### src/rtl/modaddr_pkg.sv
package modaddr_pkg;
  typedef enum logic [1:0] {
    SEL_PTR  = 2'd0,
    SEL_BASE = 2'd1,
    SEL_MOD  = 2'd2,
    SEL_CTL  = 2'd3
  } reg_sel_e;
endpackage

### src/rtl/modaddr_bank.sv
module modaddr_bank
  import modaddr_pkg::*;
#(
  parameter int NUM_PTR = 4,
  parameter int NUM_MOD = 4,
  parameter int AW      = 32,
  localparam int IW     = $clog2(NUM_PTR),
  localparam int MSW    = $clog2(NUM_MOD),
  localparam int WIW    = (IW > MSW) ? IW : MSW
) (
  input  logic           clk_i,
  input  logic           rst_ni,
  input  logic           wr_en_i,
  input  reg_sel_e       wr_sel_i,
  input  logic [WIW-1:0] wr_idx_i,
  input  logic [AW-1:0]  wr_data_i,
  input  logic           upd_en_i,
  input  logic [IW-1:0]  upd_idx_i,
  input  logic [AW-1:0]  upd_ptr_i,
  output logic [AW-1:0]  ptr_o,
  output logic [AW-1:0]  base_o,
  output logic [AW-1:0]  mod_o
);
  localparam int CW = NUM_PTR * MSW;

  logic [AW-1:0]  ptr_q  [NUM_PTR];
  logic [AW-1:0]  base_q [NUM_PTR];
  logic [AW-1:0]  mod_q  [NUM_MOD];
  logic [CW-1:0]  ctl_q;
  logic [MSW-1:0] msel;

  always_ff @(posedge clk_i or negedge rst_ni) begin
    if (!rst_ni) begin
      for (int i = 0; i < NUM_PTR; i++) begin
        ptr_q[i]  <= '0;
        base_q[i] <= '0;
      end
    end else begin
      for (int i = 0; i < NUM_PTR; i++) begin
        // software write wins over a same-cycle update
        if (wr_en_i && wr_sel_i == SEL_PTR && wr_idx_i == WIW'(i))
          ptr_q[i] <= wr_data_i;
        else if (upd_en_i && upd_idx_i == IW'(i))
          ptr_q[i] <= upd_ptr_i;
        if (wr_en_i && wr_sel_i == SEL_BASE && wr_idx_i == WIW'(i))
          base_q[i] <= wr_data_i;
      end
    end
  end

  always_ff @(posedge clk_i or negedge rst_ni) begin
    if (!rst_ni) begin
      for (int j = 0; j < NUM_MOD; j++) mod_q[j] <= '0;
    end else begin
      for (int j = 0; j < NUM_MOD; j++)
        if (wr_en_i && wr_sel_i == SEL_MOD && wr_idx_i == WIW'(j))
          mod_q[j] <= wr_data_i;
    end
  end

  always_ff @(posedge clk_i or negedge rst_ni) begin
    if (!rst_ni)                             ctl_q <= '0;
    else if (wr_en_i && wr_sel_i == SEL_CTL) ctl_q <= wr_data_i[CW-1:0];
  end

  assign msel   = ctl_q[upd_idx_i*MSW +: MSW];
  assign ptr_o  = ptr_q[upd_idx_i];
  assign base_o = base_q[upd_idx_i];
  assign mod_o  = mod_q[msel];
endmodule

### src/rtl/modaddr_calc.sv
module modaddr_calc #(
  parameter int AW = 32
) (
  input  logic [AW-1:0] ptr_i,
  input  logic [AW-1:0] base_i,
  input  logic [AW-1:0] mod_i,
  input  logic [AW-1:0] off_i,
  input  logic [1:0]    width_i,
  input  logic          dec_i,
  input  logic          use_off_i,
  input  logic          linear_i,
  output logic [AW-1:0] next_o,
  output logic          err_o
);
  localparam int XW = AW + 6;

  logic signed [XW-1:0] off_x, step, delta, ptr_x, base_x, mod_x, lim_x, raw, fold;
  logic        [XW-1:0] mag, wbytes;
  logic                 bad_mag, bad_small, bad_align;

  always_comb begin
    wbytes = XW'(1) << width_i;
    off_x  = {{(XW-AW){off_i[AW-1]}}, off_i};
    step   = use_off_i ? (off_x <<< width_i) : signed'(wbytes);
    delta  = dec_i ? -step : step;
    mag    = delta[XW-1] ? unsigned'(-delta) : unsigned'(delta);
    ptr_x  = signed'({{(XW-AW){1'b0}}, ptr_i});
    base_x = signed'({{(XW-AW){1'b0}}, base_i});
    mod_x  = signed'({{(XW-AW){1'b0}}, mod_i});
    lim_x  = base_x + mod_x;
    raw    = ptr_x + delta;
    if (raw >= lim_x)      fold = raw - mod_x;
    else if (raw < base_x) fold = raw + mod_x;
    else                   fold = raw;
  end

  assign bad_mag   = mag > unsigned'(mod_x);
  assign bad_small = unsigned'(mod_x) < wbytes;
  assign bad_align = (unsigned'(mod_x) & (wbytes - XW'(1))) != '0;
  assign err_o     = !linear_i && (bad_mag || bad_small || bad_align);
  assign next_o    = linear_i ? raw[AW-1:0] : fold[AW-1:0];
endmodule

### src/rtl/modaddr_unit.sv
module modaddr_unit
  import modaddr_pkg::*;
#(
  parameter int NUM_PTR = 4,
  parameter int NUM_MOD = 4,
  parameter int AW      = 32,
  localparam int IW     = $clog2(NUM_PTR),
  localparam int MSW    = $clog2(NUM_MOD),
  localparam int WIW    = (IW > MSW) ? IW : MSW
) (
  input  logic           clk_i,
  input  logic           rst_ni,
  input  logic           wr_en_i,
  input  logic [1:0]     wr_sel_i,
  input  logic [WIW-1:0] wr_idx_i,
  input  logic [AW-1:0]  wr_data_i,
  input  logic           upd_en_i,
  input  logic [IW-1:0]  upd_idx_i,
  input  logic           upd_dec_i,
  input  logic           upd_use_off_i,
  input  logic [AW-1:0]  upd_off_i,
  input  logic [1:0]     upd_width_i,
  input  logic           upd_linear_i,
  output logic [AW-1:0]  ea_o,
  output logic [AW-1:0]  next_o,
  output logic           err_o
);
  logic [AW-1:0] ptr_w, base_w, mod_w, next_w;
  logic          err_w;

  modaddr_bank #(.NUM_PTR(NUM_PTR), .NUM_MOD(NUM_MOD), .AW(AW)) u_bank (
    .clk_i     (clk_i),
    .rst_ni    (rst_ni),
    .wr_en_i   (wr_en_i),
    .wr_sel_i  (reg_sel_e'(wr_sel_i)),
    .wr_idx_i  (wr_idx_i),
    .wr_data_i (wr_data_i),
    .upd_en_i  (upd_en_i && !err_w),
    .upd_idx_i (upd_idx_i),
    .upd_ptr_i (next_w),
    .ptr_o     (ptr_w),
    .base_o    (base_w),
    .mod_o     (mod_w)
  );

  modaddr_calc #(.AW(AW)) u_calc (
    .ptr_i     (ptr_w),
    .base_i    (base_w),
    .mod_i     (mod_w),
    .off_i     (upd_off_i),
    .width_i   (upd_width_i),
    .dec_i     (upd_dec_i),
    .use_off_i (upd_use_off_i),
    .linear_i  (upd_linear_i),
    .next_o    (next_w),
    .err_o     (err_w)
  );

  assign ea_o   = ptr_w;
  assign next_o = next_w;
  assign err_o  = err_w;

  a_r4_stay_in_window: assert property (@(posedge clk_i) disable iff (!rst_ni)
    (!upd_linear_i && !err_o && ea_o >= base_w && (ea_o - base_w) < mod_w)
      |-> ((next_o - base_w) < mod_w));

  a_r5_linear_no_err: assert property (@(posedge clk_i) disable iff (!rst_ni)
    upd_linear_i |-> !err_o);

  a_r6_small_mod: assert property (@(posedge clk_i) disable iff (!rst_ni)
    (!upd_linear_i && mod_w < (AW'(1) << upd_width_i)) |-> err_o);

  a_r7_commit: assert property (@(posedge clk_i) disable iff (!rst_ni)
    (upd_en_i && !err_o && !wr_en_i)
      |=> (u_bank.ptr_q[$past(upd_idx_i)] == $past(next_o)));

  a_r8_hold: assert property (@(posedge clk_i) disable iff (!rst_ni)
    (upd_en_i && err_o && !wr_en_i)
      |=> (u_bank.ptr_q[$past(upd_idx_i)] == $past(ea_o)));
endmodule

### config.mk
export PLATFORM = sky130hd
export DESIGN_NAME = modaddr_unit
export DESIGN_NICKNAME = d
export VERILOG_FILES = /design/src/rtl/modaddr_pkg.sv /design/src/rtl/modaddr_bank.sv /design/src/rtl/modaddr_calc.sv /design/src/rtl/modaddr_unit.sv
export SDC_FILE = /design/constraint.sdc
export NUM_CORES = 1
export LEC_CHECK = 0
export ABC_AREA = 1
export BUFFER_PORTS_ARGS = -buffer_cell sky130_fd_sc_hd__buf_2
export CORE_ASPECT_RATIO = 1.4
export CORE_MARGIN = 2
export CORE_UTILIZATION = 35
export DETAILED_ROUTE_END_ITERATION = 7
export PLACE_DENSITY_LB_ADDON = 0.2
export SKIP_LAST_GASP = 1
export SLEW_MARGIN = 5
export SYNTH_ARGS = -nofsm -noshare
export SYNTH_HDL_FRONTEND = slang
export SYNTH_SLANG_ARGS = --single-unit
export TNS_END_PERCENT = 1
### constraint.sdc
create_clock -name clk_i -period 10.7 [get_ports clk_i]
set_input_delay 2.14 -clock clk_i [delete_from_list [all_inputs] [get_ports clk_i]]
set_output_delay 2.14 -clock clk_i [all_outputs]
set_load 0.01 [all_outputs]
==> flow_metrics.py <==
metrics = {
    "status": {
        "outcome": "complete, no violations",
    },
    "detailed_routing": {
        "viasPerCell": 5.29,
        "totalWireLength_um": 151000,
        "routed-via-count": 34100,
        "drtAntennaViolNets": 0,
        "dr.pass1.iters": 6,
        "drcViolationCount": 0,
        "avgRoutedWirePerCell_um": 23.4,
        "drtIter0Drc": 2733,
    },
    "global_routing": {
        "grt_pass1_wl_um": 218000,
        "gr-usage-met2_pct": 52.5,
        "use_met1_pct": 36.6,
        "use_met3_pct": 3.78,
        "grt_pass1_vias": 32800,
        "grt.busiest_layer": "met2",
        "grt-ovfl-total": 0,
        "grt_usage_pct": 31.1,
        "antenna_found_initial": 3,
        "grt_max_degree": 121,
    },
    "sta": {
        "setup_tns_ns": 0,
        "clock_skew_ns": 0.0511,
        "period_minus_slack_ns": 10.40,
        "hold_slack_ns": 0.482,
        "hold_viol_final": 0,
        "finalCritPeriodShare_pct": 97.2,
        "worstMarginPinSlew_ns": 1.04,
        "fmax_mhz": 96.1,
        "slew_headroom_pct": 30.5,
        "report.final.slew_viol_count": 0,
        "rsz0062_at_grt": "true",
        "setup_violations": 0,
    },
    "critical_path": {
        "timing_worst_setup_path_type": "input pin to primary output",
        "crit_buf_inv": 9,
        "timing.rr.end": "u_bank.ptr_q[116]$_DFFE_PN0P_",
        "critPathMaxFanout": 23,
        "reg2reg_depth": 27,
        "critPathTopFamily": "simple AND/OR/NAND/NOR gates",
        "start_kind": "input pin",
        "rrSetupSlack_ns": 4.48,
        "worstSetupEndpointType": "primary output",
        "cp_common_cell": "nand2_1",
        "cpMaxStageDelayCell": "nor4_1",
        "r2r-start": "u_bank.ctl_q[0]$_DFFE_PN0P_",
        "cpPeakStageDelay_ns": 0.55,
        "cp_data_arrival_time_ns": 8.26,
        "critical_path_required_ns": 8.56,
    },
    "synth": {
        "synth_area_leader_cell": "dfrtp_1",
        "ys_types": 65,
        "syn-num-nets": 5142,
        "netlist.area_leader.share_pct": 30.1,
        "synth_edf_count": 0,
        "ys_ff_latch": 392,
        "ys.flop_type": "dfrtp_1",
        "synth.area.top_cells": "dfrtp_1 (30%), nand2_1 (18%), ha_1 (8.1%)",
        "syn_avg_cell_area_sq_um": 6.72,
        "syn_inst": 4847,
        "async_reset_ff_share_pct": 100,
        "synth-warning-count": 0,
        "syn_area_sq_mm": 0.0326,
        "ys_seq_area_share_pct": 30.1,
    },
    "die": {
        "start_util_pct": 35.3,
        "coreArea_sq_mm": 0.0923,
        "die_x_um": 262,
        "dieArea_sq_mm": 0.0956,
        "io_pins": 144,
        "row_count": 132,
        "die_h_um": 365,
    },
    "cts": {
        "path_clk_slew_ns": 0.06,
        "clock_latency_ns": 0.63,
        "cts_buffers": 43,
        "cts_tree": "yes",
        "root_buffer": "clkbuf_16",
        "hold_buffers": 0,
        "numClockSinks": 392,
        "ctsLongestPathBuffers": 3,
        "htree_levels": 2,
    },
    "pwr": {
        "vdd_drop_max_mv": 0.220,
        "cellPowerDensity_mw_per_mm2": 357,
        "leakagePower_nw": 20.7,
    },
    "placement": {
        "numPortBuffers": 143,
        "place_hpwl_um": 117000,
        "gp_congestion": 1.01,
    },
    "cells_and_area": {
        "nets": 5501,
        "drive_gt1_share_pct": 14.8,
        "syn2layout_area_growth_pct": 19.1,
    },
    "worst_hold_path": {
        "hp-start": "u_bank.mod_q[98]$_DFFE_PN0P_",
        "hp-class": "flip-flop to flip-flop",
        "holdPathStages": 2,
        "holdPathEnd": "u_bank.mod_q[98]$_DFFE_PN0P_",
    },
    "run": {
        "max_cap_viol_count": 0,
    },
}
kinds of logic after synthesis:
kind of cell / synth area share, %
buffers and inverters: 9.89
adder cells (fa/ha/maj): 8.39
flip-flops: 30.1
AO/OA/AOI/OAI: 14.1
AND/OR/NAND/NOR: 33.2
XOR/XNOR: 4.30
final cells by class:
cell class / count / area [sq um]
Timing Repair Buffer: 514 / 3760
Multi-Input combinational cell: 3661 / 20000
Clock buffer: 61 / 1210
Fill cell: 9952 / 53500
Inverter: 594 / 2240
Clock inverter: 17 / 240
Tap cell: 1206 / 1510
Sequential cell: 392 / 9810
Antenna cell: 1 / 2.50
worst min-delay path, cell delays in order, from the launching register on:
cell and delay [ns]:
dfrtp_1 0.34, nand2_1 0.05, o21ai_0 0.06
synth_stat cells, types with 9 or more instances:
cell type,count
a21boi_0,15
a21oi_1,170
a221oi_1,19
a22oi_1,107
a31oi_1,11
and2_1,55
buf_1,16
buf_2,27
buf_6,24
clkbuf_1,127
clkinv_1,52
dfrtp_1,392
ha_1,212
inv_1,534
nand2_1,1584
nand2_2,17
nand3_1,466
nand3_2,30
nand4_1,39
nor2_1,210
nor2_2,18
nor3_1,34
nor4_1,15
o211ai_1,9
o21a_1,14
o21ai_0,370
o21bai_1,11
xnor2_1,25
xor2_1,133
layer usage:
layer	up-vias	wire [um]
met5	-	10
li1	16400	-
met4	2	12200
met3	282	7280
met1	16400	60000
met2	1008	71500
worst max path at each step:
stage / depth (start not counted) / endpoint / slack, ns / from
5_1_grt: 50 / next_o[21] / -0.06 / upd_width_i[0]
4_1_cts: 49 / next_o[29] / 0.05 / upd_width_i[0]
2_1_floorplan: 44 / next_o[6] / 0.64 / upd_idx_i[0]
3_5_place_dp: 49 / next_o[29] / 0.06 / upd_width_i[0]
3_3_place_gp: 45 / next_o[29] / 0.1 / upd_idx_i[0]
6_report: 38 / next_o[10] / 0.30 / upd_width_i[0]
placed cells by master (no fill, tap or decap), types with 119 or more instances in the layout:
cell,instances
nand2_1,1566
inv_1,528
nand3_1,460
dfrtp_1,392
o21ai_0,360
buf_4,351
nor2_1,204
ha_1,202
a21oi_1,166
buf_2,140
xor2_1,119
per-stage QoR:
stage,std cells,total power [W],utilization (%),cell area [sq um],setup WS [ns]
floorplan,4847,0.00723,-,32600,0.641
global placement,6354,0.0120,39.8,36800,0.0993
detailed placement,6354,0.0120,39.8,36800,0.0552
CTS,6432,0.0136,41.4,38200,0.0525
global route,6446,0.0148,42.0,38800,-0.0602
finish,6446,0.0139,42.0,38800,0.299
registers in the layout, summed over array words and instances, names as in the netlist:
signal	count
u_bank.base_q	128
u_bank.ctl_q	8
u_bank.mod_q	128
u_bank.ptr_q	128
timing repair:
item | in CTS | in global routing
endpoints found under the hold margin | 0 | 0
resized for setup | 1 | 98
pin swaps | 0 | 19
setup endpoints to repair | 1 | 32
gates cloned | 0 | 4
buffers inserted | 0 | 9
where the power goes:
part           switching (W)  total (W)  internal (W)
clock               0.000683    0.00158      0.000897
sequential          0.000241    0.00216       0.00192
combinational        0.00640     0.0101       0.00373
total                0.00732     0.0139       0.00654
Power figures use the tool's default switching activity.
